===== src/rtl/asi_guard_pkg.sv =====
package asi_guard_pkg;

    typedef enum logic [1:0] {
        GR_NORMAL = 2'd0,
        GR_MUTED  = 2'd1,
        GR_RAMP   = 2'd2
    } gain_state_e;

    typedef struct packed {
        logic stall;
        logic ratio_bad;
        logic rate_bad;
    } fault_kind_t;

    localparam int unsigned MAX_RATE_SLOTS = 8;

    function automatic logic is_pow2(input int unsigned v);
        return (v != 0) && ((v & (v - 1)) == 0);
    endfunction

    // ratio is allowed when it is 2^k or 3*2^k inside [lo, hi]
    function automatic logic ratio_allowed(input int unsigned r,
                                           input int unsigned lo,
                                           input int unsigned hi);
        if (r < lo || r > hi) return 1'b0;
        if (is_pow2(r)) return 1'b1;
        return ((r % 3) == 0) && is_pow2(r / 3);
    endfunction

    // period is allowed when within tol of base*2^k, k < n
    function automatic logic rate_allowed(input int unsigned p,
                                          input int unsigned base,
                                          input int unsigned n,
                                          input int unsigned tol);
        logic ok;
        ok = 1'b0;
        for (int unsigned k = 0; k < MAX_RATE_SLOTS; k++) begin
            if (k < n) begin
                if ((p + tol >= (base << k)) && (p <= (base << k) + tol))
                    ok = 1'b1;
            end
        end
        return ok;
    endfunction

endpackage


===== src/rtl/asi_edge_sync.sv =====
module asi_edge_sync (
    input  logic clk,
    input  logic rst,
    input  logic din,
    output logic rise,
    output logic toggle
);
    logic [2:0] sh;

    always_ff @(posedge clk) begin
        if (rst) sh <= '0;
        else     sh <= {sh[1:0], din};
    end

    assign rise   = sh[1] & ~sh[2];
    assign toggle = sh[1] ^ sh[2];
endmodule


===== src/rtl/asi_stall_watch.sv =====
module asi_stall_watch #(
    parameter int STALL_W = 17
) (
    input  logic               clk,
    input  logic               rst,
    input  logic               toggle,
    input  logic [STALL_W-1:0] limit,
    output logic               stalled
);
    logic [STALL_W-1:0] quiet_cnt;

    always_ff @(posedge clk) begin
        if (rst) begin
            quiet_cnt <= '0;
            stalled   <= 1'b0;
        end else if (toggle) begin
            quiet_cnt <= '0;
            stalled   <= 1'b0;
        end else if (quiet_cnt < limit) begin
            quiet_cnt <= quiet_cnt + 1'b1;
        end else begin
            stalled   <= 1'b1;
        end
    end
endmodule


===== src/rtl/asi_frame_meter.sv =====
module asi_frame_meter
    import asi_guard_pkg::*;
#(
    parameter int BASE_PERIOD = 64,
    parameter int N_RATES     = 3,
    parameter int TOL         = 2,
    parameter int MIN_RATIO   = 8,
    parameter int MAX_RATIO   = 64
) (
    input  logic clk,
    input  logic rst,
    input  logic fs_rise,
    input  logic bc_rise,
    input  logic restart,
    output logic rate_bad,
    output logic ratio_bad
);
    localparam int PW = $clog2(BASE_PERIOD << N_RATES) + 1;
    localparam int RW = $clog2(MAX_RATIO * 2) + 1;

    logic [PW-1:0] per_cnt;
    logic [RW-1:0] bc_cnt;
    logic [RW-1:0] bc_total;
    logic          primed;
    logic          have_prev;
    logic [1:0]    prev_cls;
    logic [1:0]    cur_cls;

    assign bc_total = (bc_rise && bc_cnt != '1) ? bc_cnt + 1'b1 : bc_cnt;

    always_comb begin
        cur_cls[0] = !rate_allowed(32'(per_cnt), BASE_PERIOD, N_RATES, TOL);
        cur_cls[1] = !ratio_allowed(32'(bc_total), MIN_RATIO, MAX_RATIO);
    end

    always_ff @(posedge clk) begin
        if (rst) begin
            per_cnt   <= '0;
            bc_cnt    <= '0;
            primed    <= 1'b0;
            have_prev <= 1'b0;
            prev_cls  <= '0;
            rate_bad  <= 1'b0;
            ratio_bad <= 1'b0;
        end else begin
            if (restart) begin
                primed    <= 1'b0;
                have_prev <= 1'b0;
            end else if (fs_rise) begin
                if (primed) begin
                    if (have_prev && cur_cls == prev_cls) begin
                        rate_bad  <= cur_cls[0];
                        ratio_bad <= cur_cls[1];
                    end
                    prev_cls  <= cur_cls;
                    have_prev <= 1'b1;
                end
                primed <= 1'b1;
            end
            if (fs_rise) begin
                per_cnt <= PW'(1);
                bc_cnt  <= '0;
            end else begin
                per_cnt <= (per_cnt == '1) ? per_cnt : per_cnt + 1'b1;
                bc_cnt  <= bc_total;
            end
        end
    end
endmodule


===== src/rtl/asi_gain_ramp.sv =====
module asi_gain_ramp
    import asi_guard_pkg::*;
#(
    parameter int GW = 8
) (
    input  logic          clk,
    input  logic          rst,
    input  logic          fault,
    input  logic          tick,
    input  logic [GW-1:0] gain_target,
    output logic [GW-1:0] gain_out,
    output logic          ramping
);
    localparam logic [GW-1:0] MUTE_CODE = '0;

    gain_state_e   state;
    logic [GW-1:0] level;
    logic [GW-1:0] saved;

    always_ff @(posedge clk) begin
        if (rst) begin
            state <= GR_NORMAL;
            level <= MUTE_CODE;
            saved <= MUTE_CODE;
        end else if (fault) begin
            if (state == GR_NORMAL) saved <= gain_target;
            state <= GR_MUTED;
            level <= MUTE_CODE;
        end else begin
            case (state)
                GR_MUTED: state <= GR_RAMP;
                GR_RAMP: begin
                    if (tick) begin
                        if (level == saved) state <= GR_NORMAL;
                        else                level <= level + 1'b1;
                    end
                end
                default: ;
            endcase
        end
    end

    assign gain_out = fault               ? MUTE_CODE   :
                      (state == GR_NORMAL) ? gain_target : level;
    assign ramping  = (state == GR_RAMP);
endmodule


===== src/rtl/asi_clk_guard.sv =====
module asi_clk_guard
    import asi_guard_pkg::*;
#(
    parameter int BASE_PERIOD = 64,
    parameter int N_RATES     = 3,
    parameter int TOL         = 2,
    parameter int MIN_RATIO   = 8,
    parameter int MAX_RATIO   = 64,
    parameter int STALL_W     = 17,
    parameter int GW          = 8
) (
    input  logic               clk,
    input  logic               rst,
    input  logic               fsync_in,
    input  logic               bclk_in,
    input  logic [STALL_W-1:0] stall_limit,
    input  logic [GW-1:0]      gain_target,
    output logic               fault_active,
    output logic               fault_event,
    output logic [2:0]         fault_kind,
    output logic [GW-1:0]      gain_out
);
    localparam int LANES = 2;  // lane 0: bit clock, lane 1: frame sync

    logic [LANES-1:0] raw;
    logic [LANES-1:0] rise;
    logic [LANES-1:0] tog;
    logic [LANES-1:0] stall;
    fault_kind_t      kind;
    logic             fault_prev;
    logic             ramp_on;
    logic             frame_tick;

    assign raw = {fsync_in, bclk_in};

    for (genvar i = 0; i < LANES; i++) begin : g_lane
        asi_edge_sync u_sync (
            .clk    (clk),
            .rst    (rst),
            .din    (raw[i]),
            .rise   (rise[i]),
            .toggle (tog[i])
        );
        asi_stall_watch #(.STALL_W(STALL_W)) u_stall (
            .clk     (clk),
            .rst     (rst),
            .toggle  (tog[i]),
            .limit   (stall_limit),
            .stalled (stall[i])
        );
    end

    assign frame_tick = rise[1];
    assign kind.stall = |stall;

    asi_frame_meter #(
        .BASE_PERIOD (BASE_PERIOD),
        .N_RATES     (N_RATES),
        .TOL         (TOL),
        .MIN_RATIO   (MIN_RATIO),
        .MAX_RATIO   (MAX_RATIO)
    ) u_meter (
        .clk       (clk),
        .rst       (rst),
        .fs_rise   (frame_tick),
        .bc_rise   (rise[0]),
        .restart   (kind.stall),
        .rate_bad  (kind.rate_bad),
        .ratio_bad (kind.ratio_bad)
    );

    assign fault_kind   = kind;
    assign fault_active = |kind;

    always_ff @(posedge clk) begin
        if (rst) fault_prev <= 1'b0;
        else     fault_prev <= fault_active;
    end

    assign fault_event = fault_active & ~fault_prev;

    asi_gain_ramp #(.GW(GW)) u_ramp (
        .clk         (clk),
        .rst         (rst),
        .fault       (fault_active),
        .tick        (frame_tick),
        .gain_target (gain_target),
        .gain_out    (gain_out),
        .ramping     (ramp_on)
    );
endmodule


===== config.mk =====
export PLATFORM = sky130hd
export DESIGN_NAME = asi_clk_guard
export DESIGN_NICKNAME = d
export VERILOG_FILES = /design/src/rtl/asi_guard_pkg.sv /design/src/rtl/asi_edge_sync.sv /design/src/rtl/asi_stall_watch.sv /design/src/rtl/asi_frame_meter.sv /design/src/rtl/asi_gain_ramp.sv /design/src/rtl/asi_clk_guard.sv
export SDC_FILE = /design/constraint.sdc
export NUM_CORES = 1
export LEC_CHECK = 0
export ABC_AREA = 1
export CAP_MARGIN = 20
export CORE_AREA = 4 4 146 148
export CTS_CLUSTER_SIZE = 28
export DETAILED_ROUTE_END_ITERATION = 8
export DIE_AREA = 0 0 150 152
export DONT_BUFFER_PORTS = 1
export GPL_TIMING_DRIVEN = 0
export SLEW_MARGIN = 20
export SYNTH_ARGS = -nofsm -noshare
export SYNTH_HDL_FRONTEND = slang
export SYNTH_HIERARCHICAL = 1
export SYNTH_SLANG_ARGS = --single-unit

===== constraint.sdc =====
create_clock -name clk -period 6.38 [get_ports clk]
set_input_delay 1.276 -clock clk [delete_from_list [all_inputs] [get_ports clk]]
set_output_delay 1.276 -clock clk [all_outputs]
set_load 0.005 [all_outputs]

# [Yosys cells after proc, flatten, opt, wreduce, memory -nomap -nowiden]
# Index checks and enable logic that the tools add are counted.
[op_classes] addsub=8 div=2 n_lt_le_gt_ge=10 eq_ne=11 muxes=19 bitwise_logic=12 reduce_logical=33
[op_table] op="logical NOT 32 bit" count=3
[op_table] op="adder 17 x 1 -> 17 bit, second input constant" count=2
[op_table] op="< comparator 17 bit" count=2
[op_table] op="AND 32 bit" count=1
[op_table] op="AND 8 x 32 -> 32 bit" count=1
[op_table] op="divider 8 x 2 -> 32 bit, second input constant" count=1
[op_table] op=">= comparator 32 x 7 -> 1 bit, second input constant" count=1
[op_table] op=">= comparator 32 x 8 -> 1 bit, second input constant" count=1
[op_table] op=">= comparator 32 x 9 -> 1 bit, second input constant" count=1
[op_table] op="remainder unit 8 x 2 -> 32 bit, second input constant" count=1
[op_table] op="nonzero test 32 bit" count=1
[op_table] op="subtractor 32 x 1 -> 32 bit, second input constant" count=1
[op_table] op="two-way mux 8 bit" count=3
[op_table] op="adder 8 x 1 -> 8 bit, second input constant" count=2
[op_table] op="two-way mux 1 bit" count=13
[op_table] op="AND reduction 3 bit" count=4
[op_table] op="adder 10 x 2 -> 11 bit, second input constant" count=1
[op_table] op="adder 10 x 1 -> 10 bit, second input constant" count=1
[op_table] op="== test 10 bit, second input constant" count=1
[op_table] op="less-or-equal comparator 10 x 7 -> 1 bit, second input constant" count=1
[op_table] op="less-or-equal comparator 10 x 8 -> 1 bit, second input constant" count=1
[op_table] op="less-or-equal comparator 10 x 9 -> 1 bit, second input constant" count=1
[op_table] op="subtractor 8 x 1 -> 9 bit, second input constant" count=1
[op_table] op="== test 8 bit" count=1
[op_table] op="27 further kinds" count=49
[totals] ff_bits=85 input_bits=29 output_inout_bits=13 word_cells=114

# [Depth between registers and ports, before layout]
[depth] word_depth=16 depth_mapped=55 ltp_nobuf=54

# [Cells and area by module]
# The synthesis kept the hierarchy.
[modules_own_cells] mod="asi_frame_meter" n_inst=1 cells_each=397 area_per_inst_um2=2374.8 seq_area_each_um2=480.5
[modules_own_cells] mod="asi_stall_watch (g_lane[0].u_stall)" n_inst=1 cells_each=247 area_per_inst_um2=1647.8 seq_area_each_um2=360.3
[modules_own_cells] mod="asi_stall_watch (g_lane[1].u_stall)" n_inst=1 cells_each=244 area_per_inst_um2=1619.1 seq_area_each_um2=360.3
[modules_own_cells] mod="asi_gain_ramp" n_inst=1 cells_each=156 area_per_inst_um2=1036.0 seq_area_each_um2=360.3
[modules_own_cells] mod="asi_edge_sync" n_inst=2 cells_each=12 area_per_inst_um2=102.6 seq_area_each_um2=60.1
[modules_own_cells] mod="asi_clk_guard" n_inst=1 cells_each=7 area_per_inst_um2=47.5 seq_area_each_um2=20.0

# [Worst setup path before layout]
# Ideal clock, no wire load.
[synth_path] path_type="register to register" from="register u_meter.bc_cnt[0]" to="register u_meter.rate_bad" setup_ps=115 t_arrival_ps=4961 required_ps=6265 setup_slack_ps=1304 stages_incl_launch_ff=49 path_buffers=1 synth_period_minus_slack_ps=5076 path_cell_list="dfxtp_1 -> ha_1 -> nand3_2 -> inv_1 -> nand2_2 -> nand2_4 -> nand2_2 -> nand2_4 -> inv_4 -> ha_1 -> inv_1 -> nand2_1 -> nand2_2 -> nand3_2 -> nand2_1 -> nand3b_1 -> nand3_2 -> nand2_1 -> [... 13 more ...] -> nor2_4 -> nand2_2 -> buf_6 -> inv_2 -> nand2_1 -> nand2_1 -> ha_1 -> or2_2 -> nand2_1 -> nand2_1 -> nor2_1 -> nand2_1 -> nor2_1 -> nand3_1 -> nand2_1 -> nand3_1 -> a21oi_1 -> nor2_1"
[synth_via] elab_chain_len=15 word_cells_on_any_way=31 cone_classes="add/sub: 3; div: 2; order compare: 2; eq/ne: 2; mux: 7; bitwise: 2; reduce/logical: 13"
[synth_lines] element="from (decl)" line_no="asi_frame_meter.sv:22" rtl="logic [RW-1:0] bc_cnt;"
[synth_lines] element="from (signal assigned)" line_no="asi_frame_meter.sv:65" rtl="bc_cnt <= bc_total;"
[synth_lines] element="parallel branches: the longest is 2 deep, another holds adder 8 x 1 -> 8 bit"
[synth_lines] element="two-way mux 8 bit *" line_no="asi_frame_meter.sv:29" rtl="assign bc_total = (bc_rise && bc_cnt != '1) ? bc_cnt + 1'b1 : bc_cnt;"
[synth_lines] element="named net u_meter.bc_total[7]" line_no="asi_frame_meter.sv:23" rtl="logic [RW-1:0] bc_total;"
[synth_lines] element="divider 8 x 2 -> 32 bit / subtractor 8 x 1 -> 9 bit (equally long branches)" line_no="asi_guard_pkg.sv:27, asi_guard_pkg.sv:18"
[synth_lines] element="subtractor 32 x 1 -> 32 bit / AND 8 x 32 -> 32 bit (equally long branches)" line_no="asi_guard_pkg.sv:18" rtl="return (v != 0) && ((v & (v - 1)) == 0);"
[synth_lines] element="AND 32 bit / logical NOT 32 bit (equally long branches)" line_no="asi_guard_pkg.sv:18"
[synth_lines] element="logical NOT 32 bit / logical AND 1 bit (equally long branches)" line_no="asi_guard_pkg.sv:18"
[synth_lines] element="logical AND 1 bit / two-way mux 1 bit (equally long branches)" line_no="asi_guard_pkg.sv:18, asi_guard_pkg.sv:26"
[synth_lines] element="logical AND 1 bit / two-way mux 1 bit (equally long branches)" line_no="asi_guard_pkg.sv:27, asi_guard_pkg.sv:26"
[synth_lines] element="two-way mux 1 bit" line_no="asi_guard_pkg.sv:27" rtl="return ((r % 3) == 0) && is_pow2(r / 3);"
[synth_lines] element="two-way mux 1 bit *" line_no="asi_guard_pkg.sv:26" rtl="if (is_pow2(r)) return 1'b1;"
[synth_lines] element="logical NOT 1 bit *" line_no="asi_frame_meter.sv:33" rtl="cur_cls[1] = !ratio_allowed(32'(bc_total), MIN_RATIO, MAX_RATIO);"
[synth_lines] element="== test 2 bit *" line_no="asi_frame_meter.sv:51" rtl="if (have_prev && cur_cls == prev_cls) begin"
[synth_lines] element="logical AND 1 bit *" line_no="asi_frame_meter.sv:51"
[synth_lines] element="AND reduction 4 bit (no line) *"
[synth_lines] element="to (signal assigned)" line_no="asi_frame_meter.sv:52" rtl="rate_bad <= cur_cls[0];"
[synth_lines] element="to (decl)" line_no="asi_frame_meter.sv:15" rtl="output logic rate_bad,"
# Mark *: on every way through the listed nets, which the timed path passes. The select of a mux whose other input is x is not followed.
# A chain may end at the register's enable or synchronous reset.

# [Final worst setup path]
# Same ends and word-level chain as after synthesis.

==> flow_summary_export.csv <==
group,metric,value,unit
status,run_status,"completed",
timing,slew_headroom,55.2,%
routing,routedWlPerCell,12.2,µm
place,place_congestion,0.832,
clock_tree,cts.clk_slew.worst_paths,0.07,ns
synth,yosys_warnings,6,
synth,syn-num-nets,1148,
clock_tree,cts_sinks,85,
worst_setup_path,path_buf_inv,9,
timing,hold_violations,0,
global_route,grt-ovfl-total,0,
clock_tree,cts-root-buf,"clkbuf_16",
timing,period_minus_slack,5.70,ns
die,dieArea,22800,µm²
die,core,20000,µm²
power,p_clk_share,46.0,%
power,comb_power_share,11.5,%
die,ios,42,
cells_and_area,area_growth,10.0,%
global_route,antenna_found_initial,0,
cells_and_area,regArea,1700,µm²
timing,setup_violations,0,
timing,finalMaxSlewViolations,0,
place,dpl.hpwl,12.8,mm
global_route,grt_util_all_layers,15.0,%
worst_setup_path,cpMostUsedCell,"nand2_1",
clock_tree,ctsLongestPathBuffers,2,
timing,max_freq,175,MHz
cells_and_area,drive_above_1_share,12.7,%
power,p_int,0.000940,W
worst_setup_path,end_kind,"register",
clock_tree,worstSkewPairLatency,0.35,ns
worst_setup_path,critPathTopFamily,"simple AND/OR/NAND/NOR gates",
routing,wirelength,16.6,mm
synth,syn-instance-count,1074,
power,power.density,168,nW/µm²
clock_tree,htree_levels,3,
die,rows,52,
cells_and_area,diodes,0,
synth,syn_avg_cell_area,6.45,µm²
clock_tree,cts_made_buffers,9,
power,irDropWorstVdd,0.000146,V
routing,ant_nets,0,
place,port_buffers,0,
timing,finalSetupTns,0,ns
timing,worst_pin_slew,0.672,ns
routing,dr.pass1.iters,5,
cells_and_area,final_util,38.0,%
timing,finalCritPeriodShare,89.3,%
power,swShare,26.7,%
cells_and_area,n_fill_cell,2233,
die,die_y,152,µm
cells_and_area,multiInputGateArea,4460,µm²
routing,drc,0,
worst_setup_path,cp.required,6.62,ns
cells_and_area,final_nets,1162,
timing,rsz0062_at_grt,"false",
timing,fin_worst_skew,0.00912,ns
job,maxCapViolations,0,
power,p_leak,3.60,nW
global_route,grt_pass1_wl,28.8,mm
timing,whs,0.405,ns
power,switchingPower,0.000343,W
hold_path,hp-class,"reg2reg",
die,die_w,150,µm
place,dp_cells,1344,
power,p_seq_share,42.5,%
routing,drtIter0Drc,308,
routing,vias_per_cell,4.82,
routing,num_vias,6563,
worst_setup_path,path_class,"reg2reg",
cells_and_area,fin_cells,1363,
die,initial_core_util,34.6,%
worst_setup_path,cp.arrival,5.94,ns
worst_setup_path,max_stage_delay,0.37,ns
clock_tree,cts_tree,"built",
global_route,grt_max_degree,19,
worst_setup_path,startpoint_type,"register",
worst_setup_path,cp_max_fo,10,
global_route,grt_pass1_vias,6093,
synth,syn_area,6930,µm²
worst_setup_path,worst_path_max_delay_cell,"dfxtp_2",
==> tightest hold or removal path, stage by stage (launching register included) <==
cell and delay, ns:
dfxtp_1 0.30, inv_1 0.04, nor2_1 0.03
==> registers in the layout, indices dropped and copies added, names as in the netlist, 2 cells and up <==
| name | count |
|---|---|
| g_lane.u_stall/quiet_cnt | 34 |
| u_meter/per_cnt | 10 |
| u_meter/bc_cnt | 8 |
| u_ramp/level | 8 |
| u_ramp/saved | 8 |
| g_lane.u_sync/sh | 6 |
| g_lane.u_stall/stalled | 2 |
| u_meter/prev_cls | 2 |
| u_ramp/state | 2 |
==> repair_timing <==
item | CTS | global route
setup buffers | 0 | 3
gates resized for setup | 0 | 2
hold buffers | 0 | 0
setup endpoints to repair | 0 | 3
==> layout make-up <==
class                      count  area share [%]
clock inverter                 7            1.38
sequential                    85            22.3
multi-input combinational    800            58.5
timing repair buffer           3           0.296
buffer                        16            1.51
tap                          270            4.43
inverter                     173            8.59
clock buffer                   9            2.96
==> worst paths after layout <==
path | start | end | slack (ns) | cells after the start
worst min register to register | g_lane[1].u_sync/sh[0]$_SDFF_PP0_ | g_lane[1].u_sync/sh[1]$_SDFF_PP0_ | 0.40 | 2
worst max-delay path | u_meter/bc_cnt[0]$_SDFF_PP0_ | u_meter/rate_bad$_SDFFE_PP0P_ | 0.68 | 50
worst min-delay path | g_lane[1].u_sync/sh[0]$_SDFF_PP0_ | g_lane[1].u_sync/sh[1]$_SDFF_PP0_ | 0.40 | 2
worst max register to register | u_meter/bc_cnt[0]$_SDFF_PP0_ | u_meter/rate_bad$_SDFFE_PP0P_ | 0.68 | 50
==> routing by layer <==
metal,share of wire [%],track usage [%]
met5,0,0
met4,2.1,5.53
met2,47,24.4
met3,3.4,2.41
met1,48,20.0
==> through the flow <==
step / area, µm² / setup slack [ns] / total power (W)
after detailed placement: 7260 / 0.522 / 0.000703
after CTS: 7590 / 0.499 / 0.00130
after floorplan: 6930 / 1.30 / 0.000676
after global routing: 7620 / 0.0126 / 0.00135
final: 7620 / 0.680 / 0.00128
after global placement: 7260 / 0.608 / 0.000701
==> layout by cell type, fill, tap and decap left out, types with 9 or more instances in the layout <==
cell / count
nand2_1: 263
inv_1: 156
nor2_1: 116
dfxtp_1: 84
nand3_1: 73
a21oi_1: 60
nand4_1: 54
ha_1: 45
nand2_2: 31
o21ai_0: 31
xor2_1: 18
a21oi_2: 16
inv_2: 12
xnor2_1: 12
nand3_2: 11
nor3_1: 11
nor2_2: 10
clkbuf_16: 9
==> power groups by stage <==
stage / combinational (W) / clock (W) / sequential, W
global placement: 0.000144 / 0 / 0.000557
detailed placement: 0.000146 / 0 / 0.000558
global route: 0.000173 / 0.000633 / 0.000547
CTS: 0.000146 / 0.000608 / 0.000545
finish: 0.000147 / 0.000591 / 0.000545
floorplan: 0.000120 / 0 / 0.000556
(Power assumes the default switching activity.)
